## src/rtl/pgwalk_pkg.sv

```systemverilog
package pgwalk_pkg;

  typedef enum logic [1:0] {
    FK_NONE = 2'd0,
    FK_L1   = 2'd1,
    FK_L2   = 2'd2,
    FK_PERM = 2'd3
  } faultKind_e;

  typedef enum logic [2:0] {
    ST_IDLE  = 3'd0,
    ST_L1REQ = 3'd1,
    ST_L1RSP = 3'd2,
    ST_L2REQ = 3'd3,
    ST_L2RSP = 3'd4
  } walkState_e;

  typedef struct packed {
    logic takeReq;  // capture request, form first-level address
    logic takeL1;   // capture coarse base, form second-level address
    logic endL1;    // finish with first-level fault
    logic endL2;    // finish after second-level descriptor
  } walkStrobe_t;

endpackage

```

## src/rtl/pgwalk_ctrl.sv

```systemverilog
module pgwalk_ctrl
  import pgwalk_pkg::*;
(
  input  logic        clk,
  input  logic        rstN,
  input  logic        reqValid,
  input  logic        memReqReady,
  input  logic        memRspValid,
  input  logic        l1Ok,
  output logic        reqReady,
  output logic        memReqValid,
  output walkStrobe_t strobe
);

  walkState_e st, nxt;

  always_ff @(posedge clk) begin
    if (!rstN) st <= ST_IDLE;
    else       st <= nxt;
  end

  always_comb begin
    nxt    = st;
    strobe = '0;
    case (st)
      ST_IDLE: if (reqValid) begin
        strobe.takeReq = 1'b1;
        nxt = ST_L1REQ;
      end
      ST_L1REQ: if (memReqReady) nxt = ST_L1RSP;
      ST_L1RSP: if (memRspValid) begin
        if (l1Ok) begin
          strobe.takeL1 = 1'b1;
          nxt = ST_L2REQ;
        end else begin
          strobe.endL1 = 1'b1;
          nxt = ST_IDLE;
        end
      end
      ST_L2REQ: if (memReqReady) nxt = ST_L2RSP;
      ST_L2RSP: if (memRspValid) begin
        strobe.endL2 = 1'b1;
        nxt = ST_IDLE;
      end
      default: nxt = ST_IDLE;
    endcase
  end

  assign reqReady    = (st == ST_IDLE);
  assign memReqValid = (st == ST_L1REQ) || (st == ST_L2REQ);


  req_hold_chk: assert property (@(posedge clk) disable iff (!rstN)
    memReqValid && !memReqReady |=> memReqValid);


  busy_after_take_chk: assert property (@(posedge clk) disable iff (!rstN)
    reqValid && reqReady |=> !reqReady);


  one_strobe_chk: assert property (@(posedge clk) disable iff (!rstN)
    $onehot0(strobe));

endmodule

```

## src/rtl/pgwalk_dpath.sv

```systemverilog
module pgwalk_dpath
  import pgwalk_pkg::*;
#(
  parameter int VA_W      = 32,
  parameter int L1_BITS   = 12,
  parameter int L2_BITS   = 8,
  parameter int PAGE_BITS = 12
) (
  input  logic              clk,
  input  logic              rstN,
  input  walkStrobe_t       strobe,
  input  logic [VA_W-1:0]   reqVaddr,
  input  logic              reqUser,
  input  logic              reqWrite,
  input  logic [VA_W-1:0]   tableBase,
  input  logic [VA_W-1:0]   memRspData,
  output logic [VA_W-1:0]   walkAddr,
  output logic              l1Ok,
  output logic              done,
  output logic [1:0]        faultKind,
  output logic [VA_W-1:0]   physAddr,
  output logic              attrBuf,
  output logic              attrCache
);

  localparam int L1_ALIGN   = L1_BITS + 2;
  localparam int COARSE_LSB = L2_BITS + 2;
  localparam int LOW_W      = PAGE_BITS + L2_BITS;
  localparam int PERM_LSB   = 4;

  logic [LOW_W-1:0] vaLow;
  logic             userR, writeR;
  logic             l2Ok, permOk;
  logic [1:0]       quarter, permCode;
  logic [7:0]       permField;
  logic             unusedBase;

  assign unusedBase = ^tableBase[L1_ALIGN-1:0];

  always_ff @(posedge clk) begin
    if (!rstN) begin
      vaLow    <= '0;
      userR    <= 1'b0;
      writeR   <= 1'b0;
      walkAddr <= '0;
    end else if (strobe.takeReq) begin
      vaLow    <= reqVaddr[LOW_W-1:0];
      userR    <= reqUser;
      writeR   <= reqWrite;
      walkAddr <= {tableBase[VA_W-1:L1_ALIGN], reqVaddr[VA_W-1 -: L1_BITS], 2'b00};
    end else if (strobe.takeL1) begin
      walkAddr <= {memRspData[VA_W-1:COARSE_LSB], vaLow[LOW_W-1:PAGE_BITS], 2'b00};
    end
  end

  assign l1Ok      = (memRspData[1:0] == 2'b01);
  assign l2Ok      = (memRspData[1:0] == 2'b10);
  assign quarter   = vaLow[PAGE_BITS-1 -: 2];
  assign permField = memRspData[PERM_LSB +: 8];
  assign permCode  = permField[2*quarter +: 2];

  always_comb begin
    case (permCode)
      2'd0:    permOk = 1'b0;
      2'd1:    permOk = !userR;
      2'd2:    permOk = !userR || !writeR;
      default: permOk = 1'b1;
    endcase
  end

  always_ff @(posedge clk) begin
    if (!rstN) begin
      done      <= 1'b0;
      faultKind <= FK_NONE;
      physAddr  <= '0;
      attrBuf   <= 1'b0;
      attrCache <= 1'b0;
    end else begin
      done <= strobe.endL1 || strobe.endL2;
      if (strobe.endL1) begin
        faultKind <= FK_L1;
        physAddr  <= '0;
        attrBuf   <= 1'b0;
        attrCache <= 1'b0;
      end else if (strobe.endL2) begin
        if (l2Ok && permOk) begin
          faultKind <= FK_NONE;
          physAddr  <= {memRspData[VA_W-1:PAGE_BITS], vaLow[PAGE_BITS-1:0]};
          attrBuf   <= memRspData[2];
          attrCache <= memRspData[3];
        end else begin
          faultKind <= l2Ok ? FK_PERM : FK_L2;
          physAddr  <= '0;
          attrBuf   <= 1'b0;
          attrCache <= 1'b0;
        end
      end
    end
  end


  done_pulse_chk: assert property (@(posedge clk) disable iff (!rstN)
    done |=> !done);

endmodule

```

## src/rtl/pgwalk.sv

```systemverilog
module pgwalk
  import pgwalk_pkg::*;
#(
  parameter int VA_W      = 32,
  parameter int L1_BITS   = 12,
  parameter int L2_BITS   = 8,
  parameter int PAGE_BITS = 12
) (
  input  logic            clk,
  input  logic            rstN,
  input  logic            reqValid,
  output logic            reqReady,
  input  logic [VA_W-1:0] reqVaddr,
  input  logic            reqUser,
  input  logic            reqWrite,
  input  logic [VA_W-1:0] tableBase,
  output logic            memReqValid,
  input  logic            memReqReady,
  output logic [VA_W-1:0] memReqAddr,
  input  logic            memRspValid,
  input  logic [VA_W-1:0] memRspData,
  output logic            done,
  output logic [1:0]      faultKind,
  output logic [VA_W-1:0] physAddr,
  output logic            attrBuf,
  output logic            attrCache
);

  walkStrobe_t strobe;
  logic        l1Ok;

  pgwalk_ctrl uCtrl (
    .clk         (clk),
    .rstN        (rstN),
    .reqValid    (reqValid),
    .memReqReady (memReqReady),
    .memRspValid (memRspValid),
    .l1Ok        (l1Ok),
    .reqReady    (reqReady),
    .memReqValid (memReqValid),
    .strobe      (strobe)
  );

  pgwalk_dpath #(
    .VA_W      (VA_W),
    .L1_BITS   (L1_BITS),
    .L2_BITS   (L2_BITS),
    .PAGE_BITS (PAGE_BITS)
  ) uDpath (
    .clk        (clk),
    .rstN       (rstN),
    .strobe     (strobe),
    .reqVaddr   (reqVaddr),
    .reqUser    (reqUser),
    .reqWrite   (reqWrite),
    .tableBase  (tableBase),
    .memRspData (memRspData),
    .walkAddr   (memReqAddr),
    .l1Ok       (l1Ok),
    .done       (done),
    .faultKind  (faultKind),
    .physAddr   (physAddr),
    .attrBuf    (attrBuf),
    .attrCache  (attrCache)
  );


  addr_stable_chk: assert property (@(posedge clk) disable iff (!rstN)
    memReqValid && !memReqReady |=> $stable(memReqAddr));


  result_hold_chk: assert property (@(posedge clk) disable iff (!rstN)
    !memRspValid |=> $stable(physAddr) && $stable(faultKind));


  done_when_idle_chk: assert property (@(posedge clk) disable iff (!rstN)
    done |-> reqReady);


  no_read_idle_chk: assert property (@(posedge clk) disable iff (!rstN)
    memReqValid |-> !reqReady);

endmodule

```

## config.mk

```make
export PLATFORM = sky130hd
export DESIGN_NAME = pgwalk
export DESIGN_NICKNAME = d
export VERILOG_FILES = /design/src/rtl/pgwalk_pkg.sv /design/src/rtl/pgwalk_ctrl.sv /design/src/rtl/pgwalk_dpath.sv /design/src/rtl/pgwalk.sv
export SDC_FILE = /design/constraint.sdc
export NUM_CORES = 1
export LEC_CHECK = 0
export CAP_MARGIN = 5
export CORE_MARGIN = 2
export CORE_UTILIZATION = 60
export DETAILED_ROUTE_END_ITERATION = 8
export DONT_BUFFER_PORTS = 1
export GPL_TIMING_DRIVEN = 0
export PLACE_DENSITY = 0.81
export SYNTH_ARGS = -nofsm -noshare
export SYNTH_HDL_FRONTEND = slang
export SYNTH_SLANG_ARGS = --single-unit
```

## constraint.sdc

```tcl
create_clock -name clk -period 1.9 [get_ports clk]
set_input_delay 0.095 -clock clk [delete_from_list [all_inputs] [get_ports clk]]
set_output_delay 0.095 -clock clk [all_outputs]
set_load 0.03 [all_outputs]
```

Word-level counts from Yosys, hierarchy flattened
Index checks and enable logic that the tools add are counted.
{"block": "totals", "regBits": 92, "output_inout_bits": 71, "word_cells": 63, "input_bits": 103}
{"block": "classes", "eq_ne": 13, "n_bitwise": 1, "n_reduce_logical": 12, "n_shift": 1, "muxes": 25}
{"op": "32-bit two-way mux", "count": 3}
{"op": "3-bit two-way mux", "count": 5}
{"op": "3-bit case mux with 5 select lines", "count": 1}
{"op": "1-bit two-way mux", "count": 11}
{"op": "2-bit != test, second input constant", "count": 5}
{"op": "2-bit two-way mux", "count": 4}
{"op": "8-bit by 4-bit indexed part select with 2-bit output", "count": 1}
{"op": "3-bit by 2-bit equality test with 1-bit output, second input constant", "count": 2}
{"op": "5-bit AND reduction", "count": 1}
{"op": "2-bit by 1-bit equality test with 1-bit output, second input constant", "count": 2}
{"op": "2-bit equality test, second input constant", "count": 2}
{"op": "2-bit nonzero test", "count": 2}
{"op": "3-bit by 1-bit equality test with 1-bit output, second input constant", "count": 1}
{"op": "3-bit equality test, second input constant", "count": 1}
{"op": "3-bit logical NOT", "count": 1}
{"op": "1-bit logical OR", "count": 3}
{"op": "1-bit case mux with 3 select lines", "count": 1}
{"op": "1-bit logical NOT", "count": 2}
{"op": "2-bit logical NOT", "count": 1}
{"op": "2-bit OR reduction", "count": 1}
{"op": "1-bit logical AND", "count": 1}
{"op": "1-bit inverter", "count": 1}

Logic depth before layout (Yosys ltp)
Gate-level depths: netlist (run 1).
{"block": "logic_depth", "depth_word": 7, "ltp_mapped": 7, "mapped_depth_nobuf": 4}

Hierarchy
Synthesis (run 1) repeated with hierarchy kept, for this count alone.
{"block": "unflattened", "hier_cells": 434, "area_unflattened_um2": 4001.3}
{"mod": "pgwalk_dpath", "area_per_inst_um2": 3793.6, "seq_area_each_um2": 1781.7, "cells_each": 410, "n_inst": 1}
{"mod": "pgwalk_ctrl", "area_per_inst_um2": 207.7, "seq_area_each_um2": 60.1, "cells_each": 24, "n_inst": 1}

Worst setup path before layout (run 1)
Ideal clock, no wire load.
{"block": "synth_timing", "path_type": "register -> register", "startpoint": "register uCtrl.st[1]", "endpoint": "register uDpath.walkAddr[6]", "arrival_time_ns": 1.938, "setup_time_ns": 0.133, "path_buffers": 2, "stages_incl_launch_ff": 7, "path_slack_ns": -0.171, "period_less_slack_ns": 2.071, "required_ns": 1.767, "path_cell_list": "dfxtp_1 > buf_4 > nor3_1 > nand2_1 > clkbuf_1 > nand2_1 > a311oi_1"}
{"block": "synth_between", "elab_chain_cells": 3, "word_cells_on_any_way": 6, "classes_between": "eq/ne: 1; mux: 3; reduce/logical: 2"}
{"item": "start, declared", "line_no": "pgwalk_ctrl.sv:15", "text": "walkState_e st, nxt;"}
{"item": "start signal, assigned", "line_no": "pgwalk_ctrl.sv:19", "text": "else st <= nxt;"}
{"item": "3-bit logical NOT *"}
{"item": "via reqReady", "line_no": "pgwalk.sv:12", "text": "output logic reqReady,"}
{"item": "1-bit two-way mux *", "line_no": "pgwalk_ctrl.sv:25", "text": "case (st)"}
{"item": "32-bit two-way mux / 2-bit nonzero test (equally long branches)"}
{"item": "end signal, assigned", "line_no": "pgwalk_dpath.sv:50", "text": "walkAddr <= {tableBase[VA_W-1:L1_ALIGN], reqVaddr[VA_W-1 -: L1_BITS], 2'b00};"}
{"item": "end signal, assigned", "line_no": "pgwalk_dpath.sv:52", "text": "walkAddr <= {memRspData[VA_W-1:COARSE_LSB], vaLow[LOW_W-1:PAGE_BITS], 2'b00};"}
{"item": "end, declared", "line_no": "pgwalk_dpath.sv:17", "text": "output logic [VA_W-1:0] walkAddr,"}
The timed path passes the listed nets; every way through them passes the cells marked *.
A chain may end at the register's enable or synchronous reset.

Final worst setup path (run 1)
{"block": "layout_timing", "startpoint": "register uCtrl.st[2]", "endpoint": "register uDpath.physAddr[24]"}
{"block": "layout_between", "elab_chain_cells": 3, "word_cells_on_any_way": 5, "classes_between": "eq/ne: 2; mux: 2; reduce/logical: 1"}
{"item": "3-bit by 2-bit equality test with 1-bit output", "line_no": "pgwalk_ctrl.sv:25"}
{"item": "2-bit two-way mux", "line_no": "pgwalk_ctrl.sv:25"}
{"item": "2-bit OR reduction (no source line)"}
{"item": "end signal, assigned", "line_no": "pgwalk_dpath.sv:88", "text": "physAddr <= {memRspData[VA_W-1:PAGE_BITS], vaLow[PAGE_BITS-1:0]};"}
{"item": "end, declared", "line_no": "pgwalk_dpath.sv:21", "text": "output logic [VA_W-1:0] physAddr,"}
Parallel ways exist; a longest one is shown, timed or not.

==> results of run 1 <==
final cells by class:
class / instances / area (um2)
Fill cell: 372 / 1013
Inverter: 3 / 11.26
Antenna cell: 2 / 5.005
Tap cell: 75 / 93.84
Clock inverter: 6 / 93.84
Clock buffer: 10 / 127.6
Buffer: 45 / 265.3
Timing Repair Buffer: 85 / 848.3
Sequential cell: 92 / 1843
Multi-Input combinational cell: 320 / 1724
Yosys cell counts (2+ instances only):
cell                       instances
sky130_fd_sc_hd__nand2_1         132
sky130_fd_sc_hd__dfxtp_1          92
sky130_fd_sc_hd__a21oi_1          57
sky130_fd_sc_hd__nor2_1           36
sky130_fd_sc_hd__nand4_1          34
sky130_fd_sc_hd__a311oi_1         32
sky130_fd_sc_hd__clkbuf_1         19
sky130_fd_sc_hd__buf_2            15
sky130_fd_sc_hd__buf_4             7
sky130_fd_sc_hd__buf_6             4
sky130_fd_sc_hd__nor2b_1           4
sky130_fd_sc_hd__a311oi_2          2
sky130_fd_sc_hd__inv_1             2
sky130_fd_sc_hd__mux4_2            2
sky130_fd_sc_hd__o21ai_0           2
layer usage:
metal,track usage,share of wire,vias to the layer above,routed length (um)
met5,0,0,-,0
met4,0.1745,0.039,0,480
met3,0.09841,0.089,50,1110
met2,0.6004,0.51,255,6347
met1,0.3924,0.36,1854,4511
li1,-,-,1809,-
critical path: cells and delay by family (launching register included):
| kind | cells | cell delay, ps |
|---|---|---|
| buf+inv | 3 | 680 |
| simple gates | 3 | 710 |
| compound gates | 1 | 70 |
| flops | 1 | 300 |
sequential cells by signal (all words and copies together), names as in the netlist, 2 cells and up:
register	flops
uDpath.faultKind	2
uDpath.physAddr	32
uCtrl.st	3
uDpath.walkAddr	30
uDpath.vaLow	20
cell families (layout without fill, tap and decap cells):
logic type               after synthesis  count (layout)
other                                  1               4
AND/OR/NAND/NOR                      214             214
multiplexers                           2               2
buffers and inverters                 48             149
adder cells (fa/ha/maj)                1               1
AO/OA/AOI/OAI                        100             100
XOR/XNOR                               1               1
flip-flops                            92              92
metrics by stage:
step	instances	total power, mW	cell area, um2	hold WS (ps)	setup WS [ps]
after detailed placement	535	3.210	3887	217.1	-154.2
after global placement	535	3.179	3887	218.5	-137.1
after floorplan	460	3.025	3794	212.5	173.3
after CTS	632	4.790	4926	1.779	16.55
after global routing	636	5.084	5007	19.34	-100.2
final	638	4.911	5012	5.221	18.48
how the worst max path moves through the flow:
stage / end / from / slack, ps / depth (start not counted)
6_report: uDpath.physAddr[24]$_SDFFE_PP0P_ / uCtrl.st[2]$_SDFFE_PN0P_ / 20 / 7
5_1_grt: uDpath.walkAddr[26]$_SDFFE_PN0P_ / uCtrl.st[0]$_SDFFE_PN0P_ / -100 / 8
4_1_cts: uDpath.physAddr[13]$_SDFFE_PP0P_ / uCtrl.st[2]$_SDFFE_PN0P_ / 20 / 7
3_5_place_dp: uDpath.walkAddr[6]$_SDFFE_PN0P_ / uCtrl.st[1]$_SDFFE_PN0P_ / -150 / 6
3_3_place_gp: uDpath.walkAddr[7]$_SDFFE_PN0P_ / uCtrl.st[1]$_SDFFE_PN0P_ / -140 / 6
2_1_floorplan: uDpath.walkAddr[6]$_SDFFE_PN0P_ / uCtrl.st[2]$_SDFFE_PN0P_ / 170 / 6
what timing repair did:
item / CTS / global route
hold buffers: 79 / 0
setup endpoints to repair: 49 / 70
setup buffers: 2 / 4
pin swaps: 1 / 3
endpoints found under the hold margin: 80 / 0
resized for setup: 5 / 22
power groups by stage:
stage / clock network (mW) / registers [mW] / logic [mW]
after floorplan: 0 / 2.41 / 0.613
after global placement: 0 / 2.44 / 0.739
after detailed placement: 0 / 2.45 / 0.763
after CTS: 1.46 / 2.40 / 0.926
after global routing: 1.56 / 2.42 / 1.11
final: 1.49 / 2.41 / 1.02
==> out/metrics.sh, run 1 <==
SYNTH-EDFF-COUNT=0
POWER.DENSITY_nW_PER_UM2=979.8
YS_ASYNC_RST_SHARE=0
DIEHEIGHT_UM=83.43
POST_LAYOUT_NETS=659
REG2REGPATHDEPTH=7
CTS_MADE_BUFFERS=9
SYNTH-XOR-AREA-SHARE=0.002314
CTS_TREE='built'
DRTITER0DRC=272
GLOBAL_ROUTE.USAGE.TOTAL=0.3479
R2R_END='uDpath.physAddr[24]$_SDFFE_PP0P_'
DP.FINAL_HPWL_UM=7662
SEQ_POWER_SHARE=0.490
FULL_DIE_AREA_UM2=6960
GRT_SETUP_UNREPAIRED='yes'
MOST-COMMON-LAYOUT-CELLS='sky130_fd_sc_hd__nand2_1 (131), sky130_fd_sc_hd__dfxtp_1 (91), sky130_fd_sc_hd__dlygate4sd3_1 (79)'
SETUP.WORST_PATH.START_CLASS='flop'
SYNTH_FF_TYPE='sky130_fd_sc_hd__dfxtp_1'
YS.WARNINGS.COUNT=0
STATUS='completed'
POST-SYNTH-TOP-AREA-CELL='sky130_fd_sc_hd__dfxtp_1'
POST_SYNTH_INSTANCE_AREA_UM2=3785
FINALSETUPVIOLCOUNT=0
SYNTH-SEQ-CELLS=92
INITIAL_CORE_UTIL=0.6281
CTS_BUFFER_DEPTH=2
DR_TOTAL_VIAS=3968
DRC=0
SYNTH_TOP_FAMILY_BY_AREA='simple AND/OR/NAND/NOR gates'
SYNTH-ADDER-AREA-SHARE=0.002645
MIN_PATH_TYPE='primary input to flop'
MIN_PERIOD_OVER_PERIOD=0.9903
REGTOREGSTARTPOINT='uCtrl.st[2]$_SDFFE_PN0P_'
ROUTE.FINAL.WIRE_LENGTH_UM=12450
TRANSITION_AT_THE_PIN_WITH_THE_SMALLEST_MAX_TRANSITION_SLACK_PS=661.1
CRITICAL-PATH-TOP-CELL-BY-COUNT='sky130_fd_sc_hd__buf_2'
SLEW-LIMIT-HEADROOM=0.5584
SYNTH-COMPOUND-AREA-SHARE=0.1749
FIN_UTIL=0.8318
WIRE_LENGTH_OF_THE_FIRST_GLOBAL_ROUTING_PASS_UM=19510
FINAL_LAYOUT_SIZE_SUFFIX_GT1_FRAC=0.1248
CORE-AREA_UM2=6026
FINAL_HOLD_VIOL_COUNT=0
ROUTE.DETAILED.WL_PER_INST_UM=19.51
RRSETUPSLACK_PS=20
POST-SYNTH-TOP-AREA-FRACTION=0.4866
NETSWITCHINGFRACTION=0.3357
I_O_PIN_COUNT=174
CRIT_PATH_END_KIND='flop'
FP.DIEW_UM=83.43
CRITICALPATHCATEGORY='flop to flop'
DETAIL_ROUTE.FIRST_PASS.ITERATIONS=5
DETAIL-ROUTE-ANTENNA-NETS=0
WORSTHOLDENDPOINT='uDpath.walkAddr[28]$_SDFFE_PN0P_'
DRV_SLEW=0
SYNTHTOLAYOUTAREAGROWTH_PCT=32.43
CRIT_PATH_CELL_TRACE='buf_2 -> nor2_1 -> and4b_1 -> nand2b_1 -> buf_2 -> buf_2 -> a21oi_1'
WORST_HOLD_PATH.NUM_CELLS=2
NUMBER_OF_STANDARD_CELL_ROWS_IN_THE_FLOORPLAN=28
SEQUENTIAL_TO_TOTAL_AREA_SHARE_FROM_YOSYS_STAT=0.4866
MIN_PERIOD_PS=1882
TOTAL_LEAKAGE_POWER_nW=1.852
TIMING.CRITICAL_PATH.SLOWEST_STAGE_CELL='sky130_fd_sc_hd__and4b_1'
PLACE_CONGESTION=0.8433
MAX_CAP_VIOL_COUNT=0
VDD_IR_DROP_MAX_mV=0.7798
POST_SYNTHESIS_MUX_AREA_SHARE=0.01190
HOLD_PATH_STARTPOINT='rstN'
FINAL_COMMON_CELL='sky130_fd_sc_hd__nand2_1'
VIAS_PER_CELL=6.219
CRITICAL_PATH_REQUIRED_PS=2140
GRT_ANTENNA_BEFORE_REPAIR=0
GRT_MAX_DEGREE=17
YOSYS-TOP-CELLS-AREA='sky130_fd_sc_hd__dfxtp_1 (49%), sky130_fd_sc_hd__nand2_1 (13%), sky130_fd_sc_hd__a21oi_1 (7.5%)'
SYNTHESIS.AREA_PER_INSTANCE_UM2=8.246
HTREEDEPTH=3
CTS.SINKS=92
CRIT_FANOUT=10
P_SW_mW=1.649
CLOCKROOTBUFFER='sky130_fd_sc_hd__clkbuf_8'
GRT.OVERFLOW.TOTAL=0
CLKPWRFRAC=0.302
PLACEMENT.IO_BUFFERS=0
SYN-INSTANCE-COUNT=459
TIMING.CRITICAL_PATH.SLOWEST_CELL_DELAY_PS=310
PATH_CLK_SLEW_PS=90
SETUP_TNS_PS=0
FIN_SKEW_PS=8.826
SYNTHSIMPLEGATEAREAFRAC=0.2532
COMBINATIONALPOWERSHARE=0.207
CLKLATENCYLATEPIN_PS=360
FIRST_GLOBAL_VIAS=4015
YS_TYPES=34
POWER.INTERNAL_mW=3.263
FMAX_ACHIEVED_MHz=531.5
CRIT_ARRIVAL_PS=2120
Power figures use the tool's default switching activity.
==> run 2: changes to the inputs <==
--- a/config.mk
+++ b/config.mk
@@ -12,6 +12,7 @@
 export DONT_BUFFER_PORTS = 1
 export GPL_TIMING_DRIVEN = 0
 export PLACE_DENSITY = 0.81
+export SETUP_SLACK_MARGIN = 0.05
 export SYNTH_ARGS = -nofsm -noshare
 export SYNTH_HDL_FRONTEND = slang
 export SYNTH_SLANG_ARGS = --single-unit
==> run 2 against run 1 <==
  * Core utilization increased by 0.48 points
  * Via count decreased by 0.93%
  * Routed wire length is 0.72% higher
  * Count of clock-buffer cells in the layout stayed put
  * Combinational power is essentially flat
  * The flow now finishes with violations (negative hold slack)
  * Sequential power about the same
  * Largest cell class unchanged
  * Sequential cell count unchanged
  * Fmax increased by 4.0%
==> out/metrics.sh, run 2 (synthesized netlist as in run 1, its figures left out) <==
STATUS='finished with violations'
VIOLATIONS='negative hold slack'
FINAL_LAYOUT_SIZE_SUFFIX_GT1_FRAC=0.1266
INITIAL_CORE_UTIL=0.6281
VIAS_PER_CELL=6.161
MIN_PERIOD_PS=1809
SETUP.WORST_PATH.START_CLASS='flop'
PATH_CLK_SLEW_PS=90
MIN_PERIOD_OVER_PERIOD=0.9522
TIMING.CRITICAL_PATH.SLOWEST_STAGE_CELL='sky130_fd_sc_hd__dfxtp_1'
CLKPWRFRAC=0.301
POWER.INTERNAL_mW=3.276
FP.DIEW_UM=83.43
TOTAL_LEAKAGE_POWER_nW=1.861
FIN_SKEW_PS=9.427
DRTITER0DRC=226
FULL_DIE_AREA_UM2=6960
CTS_BUFFER_DEPTH=2
SLEW-LIMIT-HEADROOM=0.5602
FINAL_HOLD_VIOL_COUNT=3
MOST-COMMON-LAYOUT-CELLS='sky130_fd_sc_hd__nand2_1 (131), sky130_fd_sc_hd__dfxtp_1 (91), sky130_fd_sc_hd__dlygate4sd3_1 (79)'
DRC=0
CRIT_ARRIVAL_PS=2060
ROUTE.FINAL.WIRE_LENGTH_UM=12540
DP.FINAL_HPWL_UM=7662
GRT_ANTENNA_BEFORE_REPAIR=0
COMBINATIONALPOWERSHARE=0.211
CTS_TREE='built'
MIN_PATH_TYPE='primary input to flop'
DIEHEIGHT_UM=83.43
CLOCKROOTBUFFER='sky130_fd_sc_hd__clkbuf_8'
CLKLATENCYLATEPIN_PS=350
FMAX_ACHIEVED_MHz=552.7
I_O_PIN_COUNT=174
PATH_DEPTH=8
DETAIL_ROUTE.FIRST_PASS.ITERATIONS=5
FINAL_COMMON_CELL='sky130_fd_sc_hd__nand2_1'
RRSETUPSLACK_PS=90
CRIT_PATH_CELL_TRACE='buf_4 -> nor4b_4 -> buf_4 -> a41o_1 -> buf_6 -> buf_6 -> nor2_1 -> a311oi_1'
MAX_CAP_VIOL_COUNT=0
DETAIL-ROUTE-ANTENNA-NETS=0
POST_LAYOUT_NETS=659
GRT_MAX_DEGREE=17
DPL_CELL_AREA_UM2=3887
TIMING.CRITICAL_PATH.SLOWEST_CELL_DELAY_PS=310
LARGEST_REG_FLOPS=32
PLACEMENT.IO_BUFFERS=0
TOP_REGS='uDpath.physAddr x32, uDpath.walkAddr x30, uDpath.vaLow x20'
DRV_SLEW=0
SYNTHTOLAYOUTAREAGROWTH_PCT=33.19
CRITICAL_PATH_REQUIRED_PS=2150
CRITICALPATHCATEGORY='flop to flop'
NUMBER_OF_STANDARD_CELL_ROWS_IN_THE_FLOORPLAN=28
NETSWITCHINGFRACTION=0.3363
GLOBAL_ROUTE.USAGE.TOTAL=0.3468
TOP_FAMILY_BY_DELAY_ON_CRITICAL_PATH='buffers and inverters'
DESIGN_AREA_UM2=5041
REGISTERS.TOP_BY_FF_COUNT='uDpath.physAddr'
FIRST_GLOBAL_VIAS=4028
HOLD_WS_PS=-3.448
FINALSETUPVIOLCOUNT=0
DR_TOTAL_VIAS=3931
POWER.DENSITY_nW_PER_UM2=979.3
CRIT_FANOUT=10
VDD_IR_DROP_MAX_mV=0.7771
POWER_mW=4.937
WIRE_LENGTH_OF_THE_FIRST_GLOBAL_ROUTING_PASS_UM=19480
ROUTE.DETAILED.WL_PER_INST_UM=19.66
CTS_MADE_BUFFERS=9
HTREEDEPTH=3
PLACE_CONGESTION=0.8433
P_SW_mW=1.660
GRT.OVERFLOW.TOTAL=0
WORST_HOLD_PATH.NUM_CELLS=2
SEQ_POWER_SHARE=0.488
CRIT_PATH_END_KIND='flop'
CTS.SINKS=92
CORE-AREA_UM2=6026
REG2REGPATHDEPTH=8
TRANSITION_AT_THE_PIN_WITH_THE_SMALLEST_MAX_TRANSITION_SLACK_PS=658.3
CP_NUM_BUF_INV=4
==> run 2: cell types whose count changed in the layout (fill, tap and decap cells not counted), sizes merged <==
cell / change
buf: -1
clkbuf: +1
==> run 2: metrics by stage <==
step	TNS, ps	setup slack, ps	utilization	std cells
after floorplan	0	173.3	-	460
after global placement	-3200	-137.1	0.6451	535
after detailed placement	-4272	-154.2	0.6451	535
after CTS	0	62.42	0.8181	632
after global routing	-2.570	-2.570	0.8358	636
final	0	90.80	0.8366	638
==> run 2: path summary, 6_finish.rpt <==
path,from,end
worst min register to register,uDpath.vaLow[0]$_SDFFE_PN0P_,uDpath.vaLow[0]$_SDFFE_PN0P_
worst max-delay path,uCtrl.st[0]$_SDFFE_PN0P_,uDpath.walkAddr[23]$_SDFFE_PN0P_
worst max register to register,uCtrl.st[0]$_SDFFE_PN0P_,uDpath.walkAddr[23]$_SDFFE_PN0P_
worst min-delay path,rstN,uDpath.walkAddr[28]$_SDFFE_PN0P_
==> run 2: layout make-up <==
cell class / count / area [um2]
Sequential cell: 92 / 1846
Multi-Input combinational cell: 320 / 1732
Fill cell: 360 / 984.7
Timing Repair Buffer: 85 / 848.3
Buffer: 45 / 284.0
Clock buffer: 10 / 127.6
Clock inverter: 6 / 93.84
Tap cell: 75 / 93.84
Inverter: 3 / 11.26
Antenna cell: 2 / 5.005
==> run 2: power groups by stage <==
stage / clock network, mW / logic, mW / registers (mW)
4_1_cts: 1.46 / 0.927 / 2.40
3_5_place_dp: 0 / 0.763 / 2.45
3_3_place_gp: 0 / 0.739 / 2.44
6_report: 1.49 / 1.04 / 2.41
2_1_floorplan: 0 / 0.613 / 2.41
5_1_grt: 1.55 / 1.13 / 2.42
==> run 2: repair_timing <==
item | in CTS | in global routing
hold buffers | 79 | 0
endpoints found under the setup margin | 63 | 79
endpoints found under the hold margin | 80 | 0
setup buffers | 2 | 4
gates resized for setup | 8 | 28
pin swaps | 2 | 4
==> run 2: metal layers <==
| metal | wire length (um) | up-vias | global-route usage |
|---|---|---|---|
| li1 | - | 1802 | - |
| met1 | 4565 | 1835 | 0.3861 |
| met2 | 6364 | 243 | 0.6048 |
| met3 | 1086 | 51 | 0.09642 |
| met4 | 524 | 0 | 0.1760 |
| met5 | 0 | - | 0 |
